File: src/rtl/fpcw_pkg.sv
// Package: shared constants and the rounding-mode encoding for the
// renamed control word. Assumes the rounding field is two bits wide.
package fpcw_pkg;

    localparam int RC_W = 2;

    typedef enum logic [RC_W-1:0] {
        RC_NEAREST = 2'b00,
        RC_DOWN    = 2'b01,
        RC_UP      = 2'b10,
        RC_TRUNC   = 2'b11
    } rc_mode_e;

endpackage

File: src/rtl/fpcw_ring_ctrl.sv
// Module: circular allocator for control-word versions.
// Tracks the committed slot (head), the newest slot (tail) and the live
// count. Assumes at least one version is always live.
module fpcw_ring_ctrl #(
    parameter int NUM_VER = 4,
    parameter int TAG_W   = 2,
    parameter int CNT_W   = 3
) (
    input  logic             clk,
    input  logic             rst_n,
    input  logic             wr_req_i,
    input  logic             rt_req_i,
    input  logic             flush_i,
    output logic             wr_ok_o,
    output logic             stall_o,
    output logic [TAG_W-1:0] head_o,
    output logic [TAG_W-1:0] tail_o,
    output logic [TAG_W-1:0] next_tag_o
);

    logic [TAG_W-1:0] head_q, tail_q, head_nxt;
    logic [CNT_W-1:0] count_q;
    logic             full, ret_ok;

    function automatic logic [TAG_W-1:0] step_tag(input logic [TAG_W-1:0] t);
        return (t == TAG_W'(NUM_VER - 1)) ? '0 : t + 1'b1;
    endfunction

    // Decode request acceptance from occupancy.
    always_comb begin
        full       = (count_q == CNT_W'(NUM_VER));
        ret_ok     = rt_req_i && (count_q > CNT_W'(1));
        wr_ok_o    = wr_req_i && !full && !flush_i;
        stall_o    = wr_req_i && full;
        head_nxt   = ret_ok ? step_tag(head_q) : head_q;
        next_tag_o = step_tag(tail_q);
    end

    // Advance pointers and count; flush collapses to the committed slot.
    always_ff @(posedge clk) begin
        if (!rst_n) begin
            head_q  <= '0;
            tail_q  <= '0;
            count_q <= CNT_W'(1);
        end else begin
            head_q <= head_nxt;
            if (flush_i) begin
                tail_q  <= head_nxt;
                count_q <= CNT_W'(1);
            end else begin
                if (wr_ok_o) tail_q <= next_tag_o;
                case ({wr_ok_o, ret_ok})
                    2'b10:   count_q <= count_q + CNT_W'(1);
                    2'b01:   count_q <= count_q - CNT_W'(1);
                    default: count_q <= count_q;
                endcase
            end
        end
    end

    assign head_o = head_q;
    assign tail_o = tail_q;

    assert_count_range_R3: assert property (@(posedge clk) disable iff (!rst_n)
        (count_q >= CNT_W'(1)) && (count_q <= CNT_W'(NUM_VER)));

    assert_single_retire_ignored_R6: assert property (@(posedge clk) disable iff (!rst_n)
        (rt_req_i && count_q == CNT_W'(1)) |=> $stable(head_q));

    assert_retire_advances_R5: assert property (@(posedge clk) disable iff (!rst_n)
        (rt_req_i && count_q > CNT_W'(1)) |=> (head_q != $past(head_q)));

    assert_full_write_blocked_R8: assert property (@(posedge clk) disable iff (!rst_n)
        (wr_req_i && full && !flush_i) |=> $stable(tail_q));

endmodule

File: src/rtl/fpcw_version_store.sv
// Module: storage slots for control-word versions.
// One slot is written per cycle at most. The newest value is read out, and
// the rounding field of every slot is exposed. Assumes NUM_VER is 2**TAG_W.
module fpcw_version_store
    import fpcw_pkg::*;
#(
    parameter int          NUM_VER  = 4,
    parameter int          TAG_W    = 2,
    parameter int          CW_W     = 16,
    parameter int          RC_LSB   = 10,
    parameter logic [15:0] RESET_CW = 16'h037F
) (
    input  logic                           clk,
    input  logic                           rst_n,
    input  logic                           we_i,
    input  logic [TAG_W-1:0]               wr_idx_i,
    input  logic [CW_W-1:0]                wr_cw_i,
    input  logic [TAG_W-1:0]               rd_idx_i,
    output logic [CW_W-1:0]                rd_cw_o,
    output logic [NUM_VER-1:0][RC_W-1:0]   rc_all_o
);

    logic [NUM_VER-1:0][CW_W-1:0] slot_q;

    // Write the selected slot; every slot starts at the reset value.
    always_ff @(posedge clk) begin
        for (int i = 0; i < NUM_VER; i++) begin
            if (!rst_n)
                slot_q[i] <= CW_W'(RESET_CW);
            else if (we_i && (wr_idx_i == TAG_W'(i)))
                slot_q[i] <= wr_cw_i;
        end
    end

    // Read out the newest slot.
    assign rd_cw_o = slot_q[rd_idx_i];

    for (genvar g = 0; g < NUM_VER; g++) begin : g_rc
        assign rc_all_o[g] = slot_q[g][RC_LSB +: RC_W];

        assert_slot_hold_R4: assert property (@(posedge clk) disable iff (!rst_n)
            !(we_i && (wr_idx_i == TAG_W'(g))) |=> $stable(slot_q[g]));
    end

endmodule

File: src/rtl/fpcw_rc_read.sv
// Module: rounding-mode lookup ports for execution units.
// Each port selects one slot's rounding field by tag, without a register.
// Assumes tags presented are in range.
module fpcw_rc_read
    import fpcw_pkg::*;
#(
    parameter int NUM_VER = 4,
    parameter int TAG_W   = 2,
    parameter int NUM_RD  = 2
) (
    input  logic [NUM_VER-1:0][RC_W-1:0] rc_all_i,
    input  logic [NUM_RD*TAG_W-1:0]      ex_tag_i,
    output logic [NUM_RD*RC_W-1:0]       ex_rc_o
);

    for (genvar r = 0; r < NUM_RD; r++) begin : g_port
        // Select this port's slot.
        assign ex_rc_o[r*RC_W +: RC_W] = rc_all_i[ex_tag_i[r*TAG_W +: TAG_W]];
    end

endmodule

File: src/rtl/fpcw_rename.sv
// Module: top of the renamed floating-point control word.
// Joins the allocator, slot storage and rounding read ports. Assumes the
// issuing logic retires control-word writes in order, one per rt_valid.
module fpcw_rename
    import fpcw_pkg::*;
#(
    parameter int          NUM_VER  = 4,
    parameter int          CW_W     = 16,
    parameter int          RC_LSB   = 10,
    parameter int          NUM_RD   = 2,
    parameter logic [15:0] RESET_CW = 16'h037F,
    localparam int         TAG_W    = $clog2(NUM_VER),
    localparam int         CNT_W    = $clog2(NUM_VER + 1)
) (
    input  logic                     clk,
    input  logic                     rst_n,
    input  logic                     wr_valid,
    input  logic [CW_W-1:0]          wr_cw,
    output logic                     wr_stall,
    output logic [TAG_W-1:0]         wr_tag,
    input  logic                     rt_valid,
    input  logic                     flush,
    output logic [TAG_W-1:0]         cur_tag,
    output logic [CW_W-1:0]          cur_cw,
    output logic [TAG_W-1:0]         cmt_tag,
    input  logic [NUM_RD*TAG_W-1:0]  ex_tag,
    output logic [NUM_RD*RC_W-1:0]   ex_rc
);

    logic                         wr_ok;
    logic [NUM_VER-1:0][RC_W-1:0] rc_all;

    fpcw_ring_ctrl #(
        .NUM_VER(NUM_VER), .TAG_W(TAG_W), .CNT_W(CNT_W)
    ) u_ring (
        .clk(clk), .rst_n(rst_n),
        .wr_req_i(wr_valid), .rt_req_i(rt_valid), .flush_i(flush),
        .wr_ok_o(wr_ok), .stall_o(wr_stall),
        .head_o(cmt_tag), .tail_o(cur_tag), .next_tag_o(wr_tag)
    );

    fpcw_version_store #(
        .NUM_VER(NUM_VER), .TAG_W(TAG_W), .CW_W(CW_W),
        .RC_LSB(RC_LSB), .RESET_CW(RESET_CW)
    ) u_store (
        .clk(clk), .rst_n(rst_n),
        .we_i(wr_ok), .wr_idx_i(wr_tag), .wr_cw_i(wr_cw),
        .rd_idx_i(cur_tag), .rd_cw_o(cur_cw), .rc_all_o(rc_all)
    );

    fpcw_rc_read #(
        .NUM_VER(NUM_VER), .TAG_W(TAG_W), .NUM_RD(NUM_RD)
    ) u_rd (
        .rc_all_i(rc_all), .ex_tag_i(ex_tag), .ex_rc_o(ex_rc)
    );

    assert_write_visible_R2: assert property (@(posedge clk) disable iff (!rst_n)
        (wr_valid && !wr_stall && !flush) |=>
            (cur_cw == $past(wr_cw)) && (cur_tag == $past(wr_tag)));

    assert_stall_holds_newest_R3: assert property (@(posedge clk) disable iff (!rst_n)
        (wr_stall && !flush) |=> (cur_tag == $past(cur_tag)));

    assert_flush_restore_R7: assert property (@(posedge clk) disable iff (!rst_n)
        flush |=> (cur_tag == cmt_tag));

endmodule

File: config.mk
export PLATFORM = sky130hd
export DESIGN_NAME = fpcw_rename
export DESIGN_NICKNAME = d
export VERILOG_FILES = /design/src/rtl/fpcw_pkg.sv /design/src/rtl/fpcw_ring_ctrl.sv /design/src/rtl/fpcw_version_store.sv /design/src/rtl/fpcw_rc_read.sv /design/src/rtl/fpcw_rename.sv
export SDC_FILE = /design/constraint.sdc
export NUM_CORES = 1
export LEC_CHECK = 0
export ABC_AREA = 0
export BUFFER_PORTS_ARGS = -buffer_cell sky130_fd_sc_hd__buf_2
export CAP_MARGIN = 10
export CORE_ASPECT_RATIO = 0.6
export CORE_MARGIN = 8
export CORE_UTILIZATION = 39
export DETAILED_ROUTE_END_ITERATION = 8
export PLACE_DENSITY = 0.61
export SYNTH_ARGS = -nofsm -noshare
export SYNTH_HDL_FRONTEND = slang
export SYNTH_SLANG_ARGS = --single-unit
File: constraint.sdc
create_clock -name clk -period 3.5 [get_ports clk]
set_clock_uncertainty 0.1 [all_clocks]
set_input_delay 0.35 -clock clk [delete_from_list [all_inputs] [get_ports clk]]
set_output_delay 0.35 -clock clk [all_outputs]
set_load 0.01 [all_outputs]
== Word-level counts from Yosys, hierarchy flattened ==
Index checks and enable logic that the tools add are counted.
Word-level totals
  register bits after elaboration: 71
  bits of input ports: 25
  logic and storage cells: 50
Operators by class
  $add $sub $neg: 4
  order comparisons: 4
  equal/unequal tests: 8
  multiplexer cells: 12
  bitwise logic cells: 1
  reduce and logical (&&, ||, !) cells: 14
Operators by type and width (count)
  16-bit binary-select mux with 2-bit select: 1
  16-bit two-way mux: 1
  2-bit two-way mux: 7
  2-bit equality test (second input constant): 5
  2-bit by 3-bit < comparator with 1-bit output (second input constant): 3
  2-bit binary-select mux with 2-bit select: 2
  1-bit logical AND: 8
  3-bit one-hot mux with 2 select lines: 1
  2-bit by 1-bit adder with 2-bit output (second input constant): 2
  2-bit by 1-bit equality test with 1-bit output (second input constant): 2
  2-bit nonzero test: 2
  3-bit by 1-bit adder with 3-bit output (second input constant): 1
  3-bit equality test (second input constant): 1
  3-bit by 1-bit > comparator with 1-bit output (second input constant): 1
  3-bit by 1-bit subtractor with 3-bit output (second input constant): 1
  1-bit zero test: 2
  2-bit zero test: 1
  2-bit OR reduction: 1
  1-bit inverter: 1

== Depth between registers and ports, before layout ==
Gate-level depths: netlist of run 1.
  depth in word-level cells: 6
  depth in mapped cells: 10

== By module ==
A second synthesis of run 1 with hierarchy kept.
Unflattened totals
  cell total of the unflattened synthesis: 307
  area total of the unflattened synthesis: 3448.3 um2
Modules (own cells, without submodules)
  fpcw_version_store: instances 1, cells each 258, area each 2922.8 um2, seq. area each 1281.2 um2
  fpcw_ring_ctrl: instances 1, cells each 45, area each 420.4 um2, seq. area each 140.1 um2
  fpcw_rc_read: instances 1, cells each 4, area each 105.1 um2, seq. area each 0.0 um2

== Worst setup path after synthesis of run 1 ==
Ideal clock, no wire load.
  kind: flip-flop to flip-flop
  from: reg u_ring.count_q[0]
  to: reg u_ring.count_q[2]
  library setup time: 0.070 ns
  arrival time: 2.191 ns
  path slack: 1.140 ns
  cell stages (with the launch flop): 10
  cells stage by stage: dfxtp_1 -> inv_1 -> ha_1 -> nand2_1 -> buf_2 -> clkbuf_1 -> nand2_1 -> ha_1 -> or3_2 -> a21oi_1
On the way
  word-level cells in the longest chain between the ends: 6
  elaborated cells between the ends (all ways): 12
  those cells by class: add/sub: 2; order compare: 1; eq/ne: 3; mux: 1; reduce/logical: 5
Ends and longest elaborated chain
  start, declared: RTL line fpcw_ring_ctrl.sv:22  | logic [CNT_W-1:0] count_q;
  start signal, assigned: RTL line fpcw_ring_ctrl.sv:53  | 2'b10: count_q <= count_q + CNT_W'(1);
  start signal, assigned: RTL line fpcw_ring_ctrl.sv:54  | 2'b01: count_q <= count_q - CNT_W'(1);
  start signal, assigned: RTL line fpcw_ring_ctrl.sv:55  | default: count_q <= count_q;
  branches (longest 6 deep; another with 3-bit by 1-bit > comparator with 1-bit output)
Parallel ways; which one is timed is not known.
A chain may end at the register's enable or synchronous reset.

== Final worst setup path of run 1 ==
  from: reg u_ring.tail_q[1], in the netlist u_ring.tail_o[1]
  to: reg u_store.slot_q[19] (netlist name)
On the way
  word-level cells in the longest chain between the ends: 4
  elaborated cells between the ends (all ways): 5
  those cells by class: add/sub: 1; eq/ne: 2; mux: 1; reduce/logical: 1
Ends and longest elaborated chain
  start, declared: RTL line fpcw_ring_ctrl.sv:21  | logic [TAG_W-1:0] head_q, tail_q, head_nxt;
  start signal, assigned: RTL line fpcw_ring_ctrl.sv:48  | tail_q <= head_nxt;
  start signal, assigned: RTL line fpcw_ring_ctrl.sv:51  | if (wr_ok_o) tail_q <= next_tag_o;
  2-bit by 1-bit adder with 2-bit output / 2-bit equality test (equally long branches): RTL line fpcw_ring_ctrl.sv:26  | return (t == TAG_W'(NUM_VER - 1)) ? '0 : t + 1'b1;
  2-bit two-way mux (*): RTL line fpcw_ring_ctrl.sv:26
  2-bit by 1-bit equality test with 1-bit output (*): RTL line fpcw_version_store.sv:30  | else if (we_i && (wr_idx_i == TAG_W'(i)))
  1-bit logical AND (*): RTL line fpcw_version_store.sv:30
  end signal, assigned by index: RTL line fpcw_version_store.sv:29  | slot_q[i] <= CW_W'(RESET_CW);
  end signal, assigned by index: RTL line fpcw_version_store.sv:31  | slot_q[i] <= wr_cw_i;
  end, declared: RTL line fpcw_version_store.sv:23  | logic [NUM_VER-1:0][CW_W-1:0] slot_q;
Every way passes the cells marked *; elsewhere a longest branch is shown, timed or not.

==> metrics.csv, run 1 <==
metric,value,unit
status,finished clean,
synth_warnings,0,
setup_tns,0,ns
ant_nets,0,
critPathLaunchType,register,
firstDrtPassIters,5,
ys_ff_latch,71,
worstSetupEndpointType,register,
drt-initial-drc-count,491,
cpMostUsedCell,inv_1,
fin_ws,0.806,ns
finalMaxSlewViolations,0,
crit_family,buffers and inverters,
htreeDepth,3,
drc,0,
drive_above_1_share,0.250,
clkSlewWorstSetupHoldPaths,0.05,ns
synth_edf_count,0,
synth_ff_type,dfxtp_1,
nets,445,
cts_resized,0,
cp.required,3.57,ns
fp.dieH,91.0,um
dieArea,12800,um2
grt_usage,0.182,
cts_tree,built,
finalSetupViolCount,0,
top_usage_layer,met2,
vias_per_cell,6.40,
dp.cells,529,
wl,11300,um
crit_arrival,2.76,ns
max_freq,371,MHz
cts_buffer_depth,2,
yosys-top-cells-area,"dfxtp_1 (39%), mux4_2 (12%), a31oi_1 (6.2%), nor4_1 (6.2%), o31ai_1 (6.2%)",
antenna_cells,0,
postSynthAreaPerCell,9.38,um2
crit_type,reg2reg,
cts_setup_buffers,0,
ys_seq_area_frac,0.389,
peakVddDrop,0.241,mV
layout-area-overhead-vs-synth,14.6,%
avgRoutedWirePerCell,20.8,um
path_cells,inv_1 -> ha_1 -> inv_1 -> nor4_1 -> o21ai_0,
maxSlewHeadroom,0.303,
cts_hold_buf,0,
met2_usage,0.263,
pre_cts_ws,0.909,ns
cp_slowest_cell,ha_1,
power_density,451,nW/um2
die_w,141,um
io_buffer_count,51,
hold_path_class,in2reg,
gp_congestion,0.738,
syn_area,3660,um2
holdWs,0.213,ns
grt_pass1_vias,3434,
ys_types,35,
cts-root-buf,clkbuf_16,
row_count,27,
period_minus_slack,2.69,ns
io_pins,52,
antenna_found_initial,0,
gr-total-overflow,0,
grt_use_met3,0.0601,
core-area,9160,um2
instances_no_fill,542,
dp_hpwl,6830,um
fin_crit_sh,0.770,
crit_fanout,17,
start_util,0.400,
vias,3471,
grt_setup_unrepaired,no,
synthTopCellsByCount,"dfxtp_1 (71), o21ai_0 (37), a31oi_1 (36), nor4_1 (36), a21oi_1 (31)",
grtUsageMet1,0.255,
synth_most_common_cell,dfxtp_1,
critPathBufInv,2,
syn_nets,425,
async_flop_share,0,
grt_max_degree,65,
grt_pass1_wl,18900,um
hold_violations,0,
worst_slew_pin_slew,1.04,ns
syn_inst,390,
clk_latency,0.33,ns
p_leak,1.44,nW
synth_top_cell_by_area,dfxtp_1,
cts_buffers,9,
synth_top_cell_area_share,0.389,
clock_sinks,71,
critPathMaxStageDelay,0.71,ns
drv_cap,0,
==> sequential cells by signal, indices dropped and copies added, names as in the netlist <==
signal,count
u_ring.tail_o,2
u_ring.head_o,2
u_ring.count_q,3
u_store.slot_q,56
u_store.rc_all_o,8
==> cells by family (layout without fill, tap and decap cells) <==
| kind of cell | count (synthesis) | in the layout | share of synthesized area |
|---|---|---|---|
| adder cells (fa/ha/maj) | 10 | 10 | 0.0342 |
| flip-flops | 71 | 71 | 0.389 |
| AO/OA/AOI/OAI | 139 | 139 | 0.230 |
| AND/OR/NAND/NOR | 83 | 83 | 0.141 |
| buffers and inverters | 62 | 84 | 0.0701 |
| multiplexers | 23 | 23 | 0.132 |
| XOR/XNOR | 2 | 2 | 0.00479 |
==> final cells by class <==
class | instances | area (um2)
repair buffers | 60 | 323
flip-flops and latches | 71 | 1420
fillers | 904 | 4960
well taps | 130 | 163
multi-input cells | 257 | 1990
inverters | 11 | 41.3
clock buffers | 11 | 243
clock inverters | 2 | 10.0
==> cell usage in the layout (no fill, tap or decap), types with 2 or more instances in the layout <==
master     count
o21ai_0       37
mux2i_1        2
clkinv_2       2
o31ai_1       30
ha_1          10
clkbuf_16      9
buf_2         51
nand2_1        2
a31oi_1       36
nor2_1         4
inv_1         11
xor2_1         2
buf_4          9
nor4_1        36
a21oi_1       31
nand4_1       28
mux4_2        20
dfxtp_1       71
==> power breakdown <==
part | internal, W | switching (W)
clock network | 0.000484 | 0.000323
registers | 0.000831 | 0.0000194
logic | 0.0000792 | 0.000157
==> per-layer routing <==
layer  wire (um)  vias up
li1            -     1582
met2        4890      183
met1        5190     1694
met3        1090       12
met4         115        0
met5           0        -
==> metrics by stage <==
stage | cell area [um2] | utilization | power, W
6_report | 4190 | 0.458 | 0.00189
5_1_grt | 4190 | 0.458 | 0.00197
4_1_cts | 4190 | 0.458 | 0.00191
3_5_place_dp | 3940 | 0.431 | 0.00110
3_3_place_gp | 3940 | 0.431 | 0.00110
2_1_floorplan | 3660 | - | 0.00101
==> worst reg2reg max path, cell delays in order (launching register included) <==
cell and delay, ns:
dfxtp_1 0.47, inv_1 0.16, ha_1 0.71, inv_1 0.55
nor4_1 0.40, o21ai_0 0.15
==> worst paths after layout <==
kind	slack, ns	depth (start not counted)	to	from
worst max-delay path	0.81	5	u_store.slot_q[19]	u_ring.tail_o[1]
worst min-delay path	0.21	3	u_store.slot_q[44]	wr_cw[12]
worst min register to register	0.37	2	u_store.slot_q[44]	u_store.slot_q[44]
worst max register to register	0.81	5	u_store.slot_q[19]	u_ring.tail_o[1]
(Power assumes the default switching activity.)
==> run 2, diff against run 1 <==
Settings changed: ABC_AREA 0 to 1, PLACE_DENSITY 0.61 to 0.64.
Clock period 3.5 ns to 2.46 ns, I/O delays scaled along.
==> run 2 against run 1 <==
Sequential power increased by 44%; sequential share of layout area increased by 2.4 points; via count decreased by 9.1%; clock power increased by 65%; synthesized cell count increased by 15%; cell count increased by 13%; critical path depth unchanged; power increased by 52%; clock-buffer cell count unchanged; first-iteration DRC count decreased by 49%; die area decreased by 10%; global-route usage decreased by 2.4 points.
==> metrics.csv, run 2 <==
metric,value,unit
cts_tree,built,
r2r_start,u_ring.count_q[0],
crit_type,reg2out,
gp_congestion,0.870,
firstDrtPassIters,5,
grt_usage,0.158,
largest_reg_flops,56,
dp_hpwl,6310,um
grt_setup_unrepaired,no,
yosys-top-cells-area,"dfxtp_1 (44%), nand2_1 (11%), o21ai_0 (8.2%), nand3_1 (6.0%), nor2_1 (5.7%)",
hold_path_class,in2reg,
drive_above_1_share,0.179,
rr_worst_depth,8,
clkSlewWorstSetupHoldPaths,0.06,ns
ys_ff_latch,71,
ant_nets,0,
power_density,732,nW/um2
synthTopCellsByCount,"nand2_1 (91), dfxtp_1 (71), o21ai_0 (53), nor2_1 (49), nand3_1 (39)",
crit_arrival,1.73,ns
grt_pass1_vias,3046,
synth_most_common_cell,nand2_1,
p_sw_frac,0.253,
p_seq_frac,0.424,
cts-root-buf,clkbuf_16,
vias_per_cell,5.16,
ys_seq_area_frac,0.440,
syn_inst,448,
worst_slew_pin_slew,0.736,ns
antenna_found_initial,0,
cts_buffers,9,
postSynthAreaPerCell,7.21,um2
avgRoutedWirePerCell,14.3,um
period_minus_slack,2.07,ns
finalMaxSlewViolations,0,
hold_violations,0,
dieArea,11600,um2
synth_edf_count,0,
die_w,134,um
fp.dieH,86.5,um
p_leak,1.85,nW
clock_sinks,71,
fin_crit_sh,0.843,
nets,534,
power.clock.fraction,0.462,
cts_resized,0,
path_cells,inv_1 -> buf_4 -> o21ai_0 -> o22ai_1 -> buf_2,
wl,8770,um
synth_top_cell_by_area,dfxtp_1,
cp_slowest_cell,dfxtp_1,
drv_cap,0,
core-area,7950,um2
power.switching,0.000726,W
antenna_cells,0,
start_util,0.407,
syn_area,3230,um2
worstSetupEndpointType,output pin,
peakVddDrop,0.427,mV
r2r_slack,0.41,ns
final_core_util,0.493,
vias,3155,
io_buffer_count,51,
cp-startpoint,u_ring.tail_o[1],
grt_max_degree,43,
largest-register,u_store.slot_q,
drt-initial-drc-count,251,
critPathLaunchType,register,
syn_nets,483,
cts_buffer_depth,2,
status,finished clean,
grt_pass1_wl,14700,um
cts_hold_buf,0,
min_path_cells,3,
htreeDepth,3,
setup_tns,0,ns
drc,0,
synth_top_cell_area_share,0.440,
ys_types,19,
finalSetupViolCount,0,
synth_warnings,0,
combPwrFrac,0.114,
p_int,0.00214,W
row_count,25,
max_freq,482,MHz
rr_endpoint,u_store.slot_q[17],
critPathMaxStageDelay,0.59,ns
cp-endpoint,cur_cw[5],
cts_setup_buffers,0,
mostFrequentLayoutCells,"nand2_1 (91), dfxtp_1 (71), o21ai_0 (53)",
async_flop_share,0,
cp.required,2.11,ns
layout-area-overhead-vs-synth,21.3,%
final_common_cell,nand2_1,
synth_ff_type,dfxtp_1,
maxSlewHeadroom,0.510,
crit_fanout,16,
io_pins,52,
clk_latency,0.33,ns
gr-total-overflow,0,
run 2: changes by cell type after synthesis, moves of 18 or more:
| cell | change |
|---|---|
| nor4_1 | -36 |
| nand4_1 | -26 |
| nor2_1 | +45 |
| nand2_1 | +88 |
| o21ai_1 | +18 |
| a31oi_1 | -36 |
| nand3_1 | +38 |
| mux4_2 | -20 |
| o22ai_1 | +20 |
| o31ai_1 | -30 |
run 2: critical path, delay by kind of cell, from the launching register on:
| kind | cells | cell delay, ns |
|---|---|---|
| AO/OA/AOI/OAI | 2 | 0.28 |
| buffers and inverters | 3 | 0.53 |
| flip-flops | 1 | 0.59 |
run 2: cells by family after synthesis:
kind of cell,count (synthesis),synth area share
and+or+nand+nor,186,0.247
AOI/OAI and AO/OA,124,0.200
DFF,71,0.440
buffers and inverters,56,0.0720
adders and majority gates,10,0.0387
xor gates and xnor gates,1,0.00271
run 2: power by group through the flow:
| stage | logic, W | clock network, W | registers, W |
|---|---|---|---|
| 2_1_floorplan | 0.000205 | 0 | 0.00124 |
| 3_3_place_gp | 0.000323 | 0 | 0.00124 |
| 3_5_place_dp | 0.000327 | 0 | 0.00124 |
| 4_1_cts | 0.000329 | 0.00135 | 0.00122 |
| 5_1_grt | 0.000371 | 0.00141 | 0.00122 |
| 6_report | 0.000328 | 0.00133 | 0.00122 |
run 2: worst min-delay path by stage:
stage / start / end
after floorplan: wr_cw[0] / u_store.slot_q[16]
after CTS: wr_cw[4] / u_store.slot_q[52]
after global routing: wr_cw[1] / u_store.slot_q[1]
after global placement: u_store.slot_q[41] / u_store.slot_q[41]
final: wr_cw[4] / u_store.slot_q[52]
after detailed placement: u_store.slot_q[36] / u_store.slot_q[36]
run 2: final cells by class:
class	count	area [um2]
clock buffers	11	253
clock inverters	5	56.3
fillers	814	4030
inverters	31	116
multi-input cells	321	1580
flip-flops and latches	71	1420
well taps	108	135
repair buffers	65	360
run 2: layer usage:
metal / part of all wire / global-route usage
met5: 0 / 0
met3: 0.081 / 0.0670
met2: 0.39 / 0.219
met4: 0.0072 / 0.0355
met1: 0.52 / 0.220
run 2: stage by stage:
stage               worst slack (ns)  std cells  total power [W]  hold slack (ns)  instance area, um2
global placement               0.506        596          0.00156            0.333                3610
global route                   0.201        612          0.00300           0.0736                3920
CTS                            0.400        612          0.00290           0.0660                3920
floorplan                      0.657        448          0.00144            0.272                3230
detailed placement             0.395        596          0.00157            0.339                3610
finish                         0.385        612          0.00287           0.0737                3920
==> run 3, diff against run 2 <==
Clock period 2.46 ns to 1.8 ns, I/O delays scaled along.
==> run 3 against run 2 <==
Power rose by 37%; largest power group unchanged; die area did not move; highest routed layer unchanged; clock-buffer cell count did not move; cell count rose by 2.3%; non-clock buffer count rose by 14; largest cell class unchanged.
==> metrics.csv, run 3 (synthesized netlist as in run 2, its figures left out) <==
metric,value,unit
holdWs,0.00963,ns
row_count,25,
antenna_cells,0,
dieArea,11600,um2
whs_endpoint,u_store.slot_q[36],
fp.dieH,86.5,um
nets,548,
r2r_slack,0.05,ns
min_path_cells,3,
dp.cells,601,
instances_no_fill,626,
io_pins,52,
drc,0,
gr-total-overflow,0,
peakVddDrop,0.503,mV
layout-area-overhead-vs-synth,28.3,%
start_util,0.407,
min-delay-start,wr_cw[4],
maxSlewHeadroom,0.810,
htreeDepth,3,
cp-startpoint,u_ring.count_q[0],
clock_sinks,71,
cts_hold_buf,0,
critPathLaunchType,register,
p_leak,1.95,nW
fin_crit_sh,0.973,
firstDrtPassIters,4,
grt_pass1_vias,2965,
mostFrequentLayoutCells,"nand2_1 (89), dfxtp_1 (69), buf_2 (51)",
crit_type,reg2reg,
status,finished clean,
cts_buffers,9,
crit_arrival,1.93,ns
antenna_found_initial,0,
drt-initial-drc-count,255,
wl,9270,um
grt_max_degree,65,
ant_nets,0,
clkSlewWorstSetupHoldPaths,0.06,ns
multi_input_area,1610,um2
rr_endpoint,u_store.slot_q[9],
fill_cells,772,
crit_fanout,8,
largest_reg_flops,56,
worstSetupEndpointType,register,
grt_usage,0.160,
io_buffer_count,51,
dpl-instance-area,3710,um2
drive_above_1_share,0.218,
clk_latency,0.33,ns
avgRoutedWirePerCell,14.8,um
drv_cap,0,
die_w,134,um
worst_slew_pin_slew,0.284,ns
largest-register,u_store.slot_q,
r2r_start,u_ring.count_q[0],
period_minus_slack,1.75,ns
final_common_cell,nand2_1,
finalSetupViolCount,0,
vias,3172,
cts_buffer_depth,2,
rr_worst_depth,10,
grt_pass1_wl,14800,um
hold_violations,0,
cts_tree,built,
cts-root-buf,clkbuf_16,
core-area,7950,um2
final_cell_area,4150,um2
finalMaxSlewViolations,0,
hold_path_class,in2reg,
final_core_util,0.522,
cp.required,1.97,ns
max_freq,571,MHz
gp_congestion,0.809,
vias_per_cell,5.07,
seq_area,1420,um2
dp_hpwl,6230,um
power_density,950,nW/um2
==> run 3: cell type report <==
class	instances	area share
clock buffer	11	0.0585
tap	108	0.0326
timing repair buffer	79	0.135
inverter	31	0.0287
clock inverter	5	0.0139
sequential	71	0.343
multi-input combinational	321	0.388
==> run 3: how the worst max path moves through the flow <==
stage	to	slack (ns)	cells past startpoint
floorplan	u_store.slot_q[28]	0.003	9
global placement	u_ring.count_q[2]	0.06	11
detailed placement	u_store.slot_q[23]	0.005	8
CTS	cur_cw[3]	0.02	5
global route	u_store.slot_q[7]	-0.05	9
finish	u_store.slot_q[9]	0.05	10
==> run 3: timing repair <==
action,in CTS,in global routing
pin swaps,1,4
setup buffers,2,5
gates resized for setup,3,18
gates cloned,0,2
setup endpoints to repair,3,37
hold endpoints to repair,0,0
==> run 3: critical path, cell delays in order, from the launching register on <==
cell	delay (ns)
dfxtp_2	0.32
inv_1	0.06
ha_2	0.19
nand2_4	0.08
nand3b_4	0.11
buf_4	0.16
nor2_4	0.26
buf_6	0.16
clkbuf_16	0.14
nand2_1	0.05
nand3_1	0.07
==> run 3: routing by layer <==
metal,global-route usage,wire (um),vias to the layer above
met3,0.0641,644,11
met1,0.219,4900,1455
li1,-,-,1628
met4,0.0537,114,0
met5,0,0,-
met2,0.220,3610,78
==> run 3: power by group <==
group	switching, W	internal [W]	total, W
logic	0.000309	0.000195	0.000504
clock network	0.000665	0.00111	0.00178
registers	0.0000330	0.00163	0.00166
total	0.00101	0.00293	0.00394
==> run 3: stage by stage <==
stage / power [W] / setup WS [ns] / TNS [ns]
floorplan: 0.00197 / 0.00294 / 0
global placement: 0.00216 / 0.0602 / 0
detailed placement: 0.00217 / 0.00542 / 0
CTS: 0.00396 / 0.0182 / 0
global route: 0.00412 / -0.0478 / -0.413
finish: 0.00394 / 0.0481 / 0
